`config.mk`:
```
export PLATFORM = sky130hd
export DESIGN_NAME = prot_region_guard
export DESIGN_NICKNAME = d
export VERILOG_FILES = /design/src/rtl/prot_pkg.sv /design/src/rtl/prot_cmd_decode.sv /design/src/rtl/prot_region_match.sv /design/src/rtl/prot_reg_file.sv /design/src/rtl/prot_region_guard.sv
export SDC_FILE = /design/constraint.sdc
export NUM_CORES = 1
export LEC_CHECK = 0
export BUFFER_PORTS_ARGS = -buffer_cell sky130_fd_sc_hd__buf_4
export CAP_MARGIN = 20
export CELL_PAD_IN_SITES_DETAIL_PLACEMENT = 0
export CELL_PAD_IN_SITES_GLOBAL_PLACEMENT = 1
export CORE_MARGIN = 2
export CORE_UTILIZATION = 37
export DETAILED_ROUTE_END_ITERATION = 12
export PLACE_DENSITY_LB_ADDON = 0.1
export RECOVER_POWER = 50
export SYNTH_ARGS = -nofsm -noshare
export SYNTH_HDL_FRONTEND = slang
export SYNTH_SLANG_ARGS = --single-unit
```
`constraint.sdc`:
```
create_clock -name clk -period 8.2 [get_ports clk]
set_input_delay 1.23 -clock clk [delete_from_list [all_inputs] [get_ports clk]]
set_output_delay 1.23 -clock clk [all_outputs]
set_load 0.1 [all_outputs]
```
`src/rtl/prot_pkg.sv`:
```
package prot_pkg;
  localparam logic [7:0] OP_WREN = 8'h06;
  localparam logic [7:0] OP_WRDI = 8'h04;
  localparam logic [7:0] OP_WRSR = 8'h01;
  localparam logic [7:0] OP_RDSR = 8'h05;
  localparam logic [7:0] OP_RDCR = 8'h15;
  localparam logic [7:0] OP_PP   = 8'h02;
  localparam logic [7:0] OP_SE4  = 8'h20;
  localparam logic [7:0] OP_BE32 = 8'h52;
  localparam logic [7:0] OP_BE64 = 8'hD8;
  localparam logic [7:0] OP_CE_A = 8'hC7;
  localparam logic [7:0] OP_CE_B = 8'h60;

  typedef enum logic [2:0] {
    CLS_NONE, CLS_WREN, CLS_WRDI, CLS_WRSR, CLS_RDSR, CLS_RDCR, CLS_MOD
  } cmd_cls_t;

  localparam int STAT_BP_LSB = 2;
  localparam int STAT_WEL    = 1;
  localparam int CFG_ORIGIN  = 3;
endpackage

```
`src/rtl/prot_cmd_decode.sv`:
```
module prot_cmd_decode
  import prot_pkg::*;
#(
  parameter int ADDR_W = 25
) (
  input  logic [7:0]        op,
  input  logic [ADDR_W-1:0] addr,
  output cmd_cls_t          cls,
  output logic [ADDR_W-1:0] rng_lo,
  output logic [ADDR_W-1:0] rng_hi
);
  function automatic logic [ADDR_W-1:0] low_mask(input int lg);
    logic [ADDR_W-1:0] m;
    m = '0;
    for (int i = 0; i < ADDR_W; i++) m[i] = (i < lg);
    return m;
  endfunction

  logic [ADDR_W-1:0] mask;

  always_comb begin
    cls  = CLS_NONE;
    mask = '0;
    unique case (op)
      OP_WREN: cls = CLS_WREN;
      OP_WRDI: cls = CLS_WRDI;
      OP_WRSR: cls = CLS_WRSR;
      OP_RDSR: cls = CLS_RDSR;
      OP_RDCR: cls = CLS_RDCR;
      OP_PP:   cls = CLS_MOD;
      OP_SE4:  begin cls = CLS_MOD; mask = low_mask(12); end
      OP_BE32: begin cls = CLS_MOD; mask = low_mask(15); end
      OP_BE64: begin cls = CLS_MOD; mask = low_mask(16); end
      OP_CE_A, OP_CE_B: begin cls = CLS_MOD; mask = '1; end
      default: cls = CLS_NONE;
    endcase
    rng_lo = addr & ~mask;
    rng_hi = addr | mask;
  end
endmodule

```
`src/rtl/prot_region_match.sv`:
```
module prot_region_match #(
  parameter int ADDR_W   = 25,
  parameter int BLK_LOG2 = 16
) (
  input  logic [3:0]        bp,
  input  logic              origin_bottom,
  input  logic [ADDR_W-1:0] rng_lo,
  input  logic [ADDR_W-1:0] rng_hi,
  output logic              hit
);
  localparam int NBLK_LOG2 = ADDR_W - BLK_LOG2;
  localparam logic [ADDR_W:0] MEM_BYTES = {1'b1, {ADDR_W{1'b0}}};
  localparam logic [ADDR_W:0] BLK_BYTES =
    {{(ADDR_W-BLK_LOG2){1'b0}}, 1'b1, {BLK_LOG2{1'b0}}};

  function automatic logic [ADDR_W:0] region_bytes(input logic [3:0] code);
    if (code == 4'd0) return '0;
    if (int'(code) - 1 >= NBLK_LOG2) return MEM_BYTES;
    return BLK_BYTES << (code - 4'd1);
  endfunction

  logic [ADDR_W:0] size;
  always_comb begin
    size = region_bytes(bp);
    if (size == '0)
      hit = 1'b0;
    else if (origin_bottom)
      hit = {1'b0, rng_lo} < size;
    else
      hit = {1'b0, rng_hi} >= (MEM_BYTES - size);
  end
endmodule

```
`src/rtl/prot_reg_file.sv`:
```
module prot_reg_file (
  input  logic       clk,
  input  logic       rst_n,
  input  logic       wel_set,
  input  logic       wel_clr,
  input  logic       wr_fire,
  input  logic [3:0] bp_new,
  input  logic       origin_new,
  output logic       wel_q,
  output logic [3:0] bp_q,
  output logic       origin_q
);
  always_ff @(posedge clk) begin
    if (!rst_n) begin
      wel_q    <= 1'b0;
      bp_q     <= 4'd0;
      origin_q <= 1'b0;
    end else begin
      if (wel_set)      wel_q <= 1'b1;
      else if (wel_clr) wel_q <= 1'b0;
      if (wr_fire) begin
        bp_q     <= bp_new;
        origin_q <= origin_q | origin_new;
      end
    end
  end
endmodule

```
`src/rtl/prot_region_guard.sv`:
```
module prot_region_guard
  import prot_pkg::*;
#(
  parameter int ADDR_W   = 25,
  parameter int BLK_LOG2 = 16
) (
  input  logic              clk,
  input  logic              rst_n,
  input  logic              cmd_valid,
  input  logic [7:0]        cmd_op,
  input  logic [ADDR_W-1:0] cmd_addr,
  input  logic [15:0]       cmd_wdata,
  output logic              rd_valid,
  output logic [7:0]        rd_data,
  output logic              op_grant,
  output logic              op_block
);
  cmd_cls_t          cls;
  logic [ADDR_W-1:0] rng_lo, rng_hi;
  logic              hit;
  logic              wel_q, origin_q;
  logic [3:0]        bp_q;

  logic wel_set_w, wel_clr_w, wrsr_fire_w, mod_try_w, rd_req_w;

  prot_cmd_decode #(.ADDR_W(ADDR_W)) u_dec (
    .op(cmd_op), .addr(cmd_addr), .cls(cls), .rng_lo(rng_lo), .rng_hi(rng_hi)
  );

  prot_region_match #(.ADDR_W(ADDR_W), .BLK_LOG2(BLK_LOG2)) u_match (
    .bp(bp_q), .origin_bottom(origin_q), .rng_lo(rng_lo), .rng_hi(rng_hi),
    .hit(hit)
  );

  assign wel_set_w   = cmd_valid && (cls == CLS_WREN);
  assign wrsr_fire_w = cmd_valid && (cls == CLS_WRSR) && wel_q;
  assign mod_try_w   = cmd_valid && (cls == CLS_MOD) && wel_q;
  assign wel_clr_w   = (cmd_valid && (cls == CLS_WRDI)) || wrsr_fire_w || mod_try_w;
  assign rd_req_w    = cmd_valid && ((cls == CLS_RDSR) || (cls == CLS_RDCR));

  prot_reg_file u_regs (
    .clk(clk), .rst_n(rst_n),
    .wel_set(wel_set_w), .wel_clr(wel_clr_w), .wr_fire(wrsr_fire_w),
    .bp_new(cmd_wdata[STAT_BP_LSB +: 4]),
    .origin_new(cmd_wdata[8 + CFG_ORIGIN]),
    .wel_q(wel_q), .bp_q(bp_q), .origin_q(origin_q)
  );

  logic [7:0] stat_byte, cfg_byte;
  always_comb begin
    stat_byte = 8'h00;
    stat_byte[STAT_BP_LSB +: 4] = bp_q;
    stat_byte[STAT_WEL] = wel_q;
    cfg_byte = 8'h00;
    cfg_byte[CFG_ORIGIN] = origin_q;
  end

  always_ff @(posedge clk) begin
    if (!rst_n) begin
      rd_valid <= 1'b0;
      rd_data  <= 8'h00;
      op_grant <= 1'b0;
      op_block <= 1'b0;
    end else begin
      rd_valid <= rd_req_w;
      if (rd_req_w) rd_data <= (cls == CLS_RDSR) ? stat_byte : cfg_byte;
      op_grant <= mod_try_w && !hit;
      op_block <= mod_try_w && hit;
    end
  end
endmodule

```
== After elaboration in Yosys (flattened, before gate mapping) ==
Index checks and enable logic that the tools add are counted.
Storage, ports and cells
  bits in latches: 0
  memories kept: 0
  register bits after elaboration: 17
  output and inout bits: 11
  RAM bits: 0
  input port bits: 52
  logic and storage cells: 67
  bits in read-only memories: 0
Operators by class
  divide/modulo/power cells: 0
  multipliers: 0
  add/sub/neg operators: 3
  reductions and logical operators: 18
  bitwise logic cells: 4
  order comparisons: 3
  eq/ne operators: 17
  multiplexer cells: 14
  shifts and indexed selects: 1
Operator list (count)
  $mux W26: 4
  $pmux W25 S4: 1
  $ge A32 B5 Y1 const B: 1
  $ge A25 B26 Y1: 1
  $logic_not A26 Y1: 1
  $lt A25 B26 Y1: 1
  $shl A17 B4 Y26 const A: 1
  $sub A26 B26 Y26 const A: 1
  $and A25 B25 Y25: 1
  $not A25 Y25: 1
  $or A25 B25 Y25: 1
  $eq A8 B3 Y1 const B: 3
  $pmux W3 S6: 1
  $eq A8 B7 Y1 const B: 2
  $eq A8 B8 Y1 const B: 2
  $eq A3 B3 Y1 const B: 3
  $logic_and A1 B1 Y1: 9
  $eq A8 B1 Y1 const B: 1
  $eq A8 B2 Y1 const B: 1
  $eq A8 B5 Y1 const B: 1
  $eq A8 B6 Y1 const B: 1
  $mux W1: 7
  $eq A3 B2 Y1 const B: 2
  $mux W6: 1
  10 further kinds: 12

== Depth between registers and ports, before layout ==
  depth after elaboration: 12
  mapped depth: 13
  depth with buffers taken out: 11

== Cells and area by module ==
From an unflattened synthesis, not the netlist that was laid out.
Second synthesis, totals
  cell total of the unflattened synthesis: 255
  area, all modules: 2039.5 µm²
By module, submodules not included
  prot_region_match: seq. area each 0.0 µm², cells each 110, area an instance 843.3 µm², instances 1
  prot_cmd_decode: seq. area each 0.0 µm², cells each 83, area an instance 603.1 µm², instances 1
  prot_region_guard: seq. area each 160.2 µm², cells each 43, area an instance 371.6 µm², instances 1
  prot_reg_file: seq. area each 120.1 µm², cells each 19, area an instance 221.5 µm², instances 1

== Worst setup path before layout ==
OpenSTA, ideal clock, no wires.
  path type: input port to flip-flop
  start point: in cmd_op[2]
  end point: reg op_block
  buffers on the path: 1
  data required time: 8084 ps
  setup slack: 4836 ps
  arrival time: 3249 ps
  cell stages on the path: 12
  library setup time: 116 ps
  path through: buf_6 -> nor3_1 -> nand3_1 -> o21ai_0 -> nand2_1 -> nand2b_1 -> ha_1 -> a2111oi_0 -> nand2_1 -> o22ai_1 -> a21oi_1 -> and3b_1
Between the ends
  cells in the longest elaborated chain, start to end: 9
  elaborated cells on any way between the ends: 26
  classes of those cells: 2 x order compare; 12 x eq/ne; 4 x mux; 3 x bitwise; 5 x reduce/logical
RTL lines
  from (decl): line prot_region_guard.sv:10  | input logic [7:0] cmd_op,
  $eq A8 B8 Y1 / $eq A8 B7 Y1 (equally long branches): line prot_cmd_decode.sv:24  | unique case (op)
  $reduce_or A2 Y1
  $pmux W25 S4: line prot_cmd_decode.sv:24
  $not A25 Y25: line prot_cmd_decode.sv:37  | rng_lo = addr & ~mask;
  $and A25 B25 Y25: line prot_cmd_decode.sv:37
  $lt A25 B26 Y1: line prot_region_match.sv:28  | hit = {1'b0, rng_lo} < size;
  $mux W1: line prot_region_match.sv:27  | else if (origin_bottom)
  $mux W1: line prot_region_match.sv:25  | if (size == '0)
  $logic_and A1 B1 Y1 (*): line prot_region_guard.sv:68  | op_block <= mod_try_w && hit;
  to (signal assigned): line prot_region_guard.sv:68
  to (decl): line prot_region_guard.sv:16  | output logic op_block
Mark *: on every way between the ends. The rest lies on a longest branch, timed or not.
A chain may end at the register's enable or synchronous reset.

== Worst setup path in the final report ==
  start point: in cmd_op[4]
  end point: reg op_block
The elaborated chain is that of the path after synthesis.

==> metrics.md <==
| Metric | Value |
|---|---|
| Status | finished clean |
| Final Max Slew Viols | 0 |
| Dpl ws | approximately 4200 ps |
| Nets | around 300 |
| Sequential-to-total area share from yosys stat | 18.0% |
| Finish-stage setup viols | 0 |
| Critical path's largest stage delay | approximately 550 ps |
| Post-CTS Setup Inserts | 0 |
| Distinct cell type count after synthesis | just over 50 |
| Routed WL | between 3 and 4 mm |
| Top_reg_cell synth | dfxtp_1 |
| Setup crit end kind | flip-flop |
| Clock buffer depth | 2 |
| WL met3 | 123 um |
| Routed len/inst | around 13 um |
| CP max FO | 18 |
| Final worst setup slack | around 4300 ps |
| Yosys warns | 0 |
| Hold_ws | about 460 ps |
| Worst VDD drop | roughly 0.079 mV |
| Slew HR | between 20% and 30% |
| WS Path Type | primary input to flip-flop |
| RSZ-0062 raised after global routing | no |
| Largest net degree at the start of global routing | 19 |
| Post-CTS resize count | 0 |
| Most common cell after layout, fill and taps aside | nand2_1 |
| Critical path cell sequence | clkbuf_1 -> and4b_2 -> nand3_1 -> o21ai_0 -> nand2_1 -> nand2b_1 -> ha_1 -> a2111oi_0 -> nand2_1 -> o22ai_1 -> a21oi_1 -> and3b_1 |
| Top post-synthesis cells by area | dfxtp_1, ha_1, nand2_1 |
| Hold Buf Count CTS | 0 |
| Num CTS Buffers | 3 |
| Port Buf Inserts | 32 |
| EDFF count, synth | 0 |
| Mean area per synthesized cell | between 7 and 8 um^2 |
| Vias | 1,492 |
| DRC | 0 |
| Arrival @ worst endpoint | between 4000 and 5000 ps |
| Total track usage | roughly 17% |
| Max Clock Freq | around 250 MHz |
| P per Cell Area | 98.1 nW/um^2 |
| Initial DRC count | 40 |
| Final critical-path required period | around 3900 ps |
| Layout overhead on the synthesized area | 14.6% |
| Post-Synth Simple-Gate Area | 35.0% |
| Commonest non-fill, non-tap cells in the layout | nand2_1, buf_4, ha_1 |
| Top Layer Used | met4 |
| Final non-filler cell total | between 200 and 300 |
| Vias in the first global route | around 1,400 |
| Hold Crit Class | flip-flop to flip-flop |
| Post-Synth XOR/XNOR Area | 3.38% |
| Final Skew | about 0.88 ps |
| Core Box Area | 4030 um^2 |
| Crit path buf inv count | 1 |
| Met2 wire length | 1.86 mm |
| Netlist Area Pre-Place | around 1600 um^2 |
| Hold Violations, Final | 0 |
| Antenna diode count | 0 |
| Average via count per standard cell | 5.35 |
| Share of flip-flops with an asynchronous set or reset | 0% |
| CTS tree | done |
| First-pass GRT wire length | 6.33 mm |
| Routability cong. | roughly 0.85 |
| Die Wd | just under 70 um |
| Syn Inst Count | approximately 200 |
| Starting density of the core | between 30% and 40% |
| Row count | 23 |
| Top cell type's share of synthesized area | between 15 and 20% |
| Grt total ovfl | 0 |
| Post-route setup TNS | 0 ps |
| Die area | around 4700 um^2 |
| Worst-Margin Slew | ~1200 ps |
| Top Family by Delay on Critical Path | simple AND/OR/NAND/NOR gates |
| Static Leak | between 0.7 and 0.8 nW |
| Antenna Nets Post-Route | 0 |
| Tcrit/Tclk final | about half |
| I/O pins | 63 |
| Multiplexer share of the synthesized area | ~2.6% |
| Max-cap violations | 0 |
| Share of cells above drive strength 1 | between 10% and 20% |
| Largest family of logic cells by synthesized area | simple AND/OR/NAND/NOR gates |
| Met1 wire length | approximately 1.8 mm |
| Cell count after placement | around 280 |
| Post-Synth Adder-Cell Area | about 15% |
| Worst EP required | ~8300 ps |
| Initial antenna violation count | 0 |
| Synth Area in Compound Gates | about a fifth |
| Crit path top cell by count | nand2_1 |
| Clock latency on the worst-skew pair | 240 ps |
| Root Buffer Master | clkbuf_8 |
| CTS clk-pin slew, worst paths | 60 ps |
| Yosys top cell by area | dfxtp_1 |
| Post-DP HPWL | roughly 3.0 mm |
| Slowest stage cell, crit path | a2111oi_0 |
| DR pass1 iterations | 4 |
| Clock Sink Count | 14 |
| Number of synthesized register bits | 14 |
| Finished Core Util | roughly 44% |
| Chip height | 68.9 um |
| Startpoint types | primary input |
| H-tree depth | 1 |
-- cells in the mapped netlist (all sizes together) (6+ instances only) --
library cell / count
xnor2: 6
nand2: 24
o21ai: 6
buf: 8
dfxtp: 14
ha: 19
clkbuf: 6
nor2: 18
nor2b: 6
nand3: 11
a21oi: 13
and2: 9
nand2b: 10
-- routing by layer --
metal	up-vias	global-route usage, %
met4	0	4.66
met1	686	22.2
met5	-	0
met2	26	31.3
met3	2	1.62
li1	778	-
-- cell families after synthesis --
kind of cell	count (synthesis)
xor gates and xnor gates	6
and+or+nand+nor	99
DFF	14
buffers and inverters	18
AOI/OAI and AO/OA	44
adders and majority gates	19
muxes	4
other	1
-- final cells by class --
class	instances	area (um^2)
Clock buffer	4	55.1
Inverter	4	15.0
Multi-Input combinational cell	175	1160
Sequential cell	14	280
Timing Repair Buffer	32	206
Fill cell	452	2240
Tap cell	50	62.6
-- flip-flops by register name, indices dropped and copies added, names as in the netlist --
name             flops
rd_data              5
rd_valid             1
u_regs.wel_q         1
u_regs.origin_q      1
u_regs.bp_q          4
op_grant             1
op_block             1
-- path summary, 6_finish.rpt --
check | from | end | slack [ps] | depth (start not counted)
hold / removal | rd_data[3] | rd_data[3] | 460 | 2
setup reg to reg | u_regs.bp_q[0] | op_block | 5230 | 11
setup / recovery | cmd_op[4] | op_block | 4260 | 12
hold reg to reg | rd_data[3] | rd_data[3] | 460 | 2
-- stage by stage --
step	power, mW	instance area (um^2)
floorplan	0.0964	1560
global placement	0.109	1780
detailed placement	0.110	1780
CTS	0.178	1830
global route	0.186	1780
finish	0.175	1780
-- worst min-delay path, stage by stage, from the launching register on --
cell	delay (ps)
dfxtp_1	310
nand2_1	50
a21oi_1	50
-- where the power goes --
| part | leakage (nW) | switching, mW | internal (mW) |
|---|---|---|---|
| clock | 0.0288 | 0.0246 | 0.0425 |
| combinational | 0.559 | 0.0224 | 0.0176 |
| sequential | 0.113 | 0.0000194 | 0.0680 |
Power figures use the tool's default switching activity.
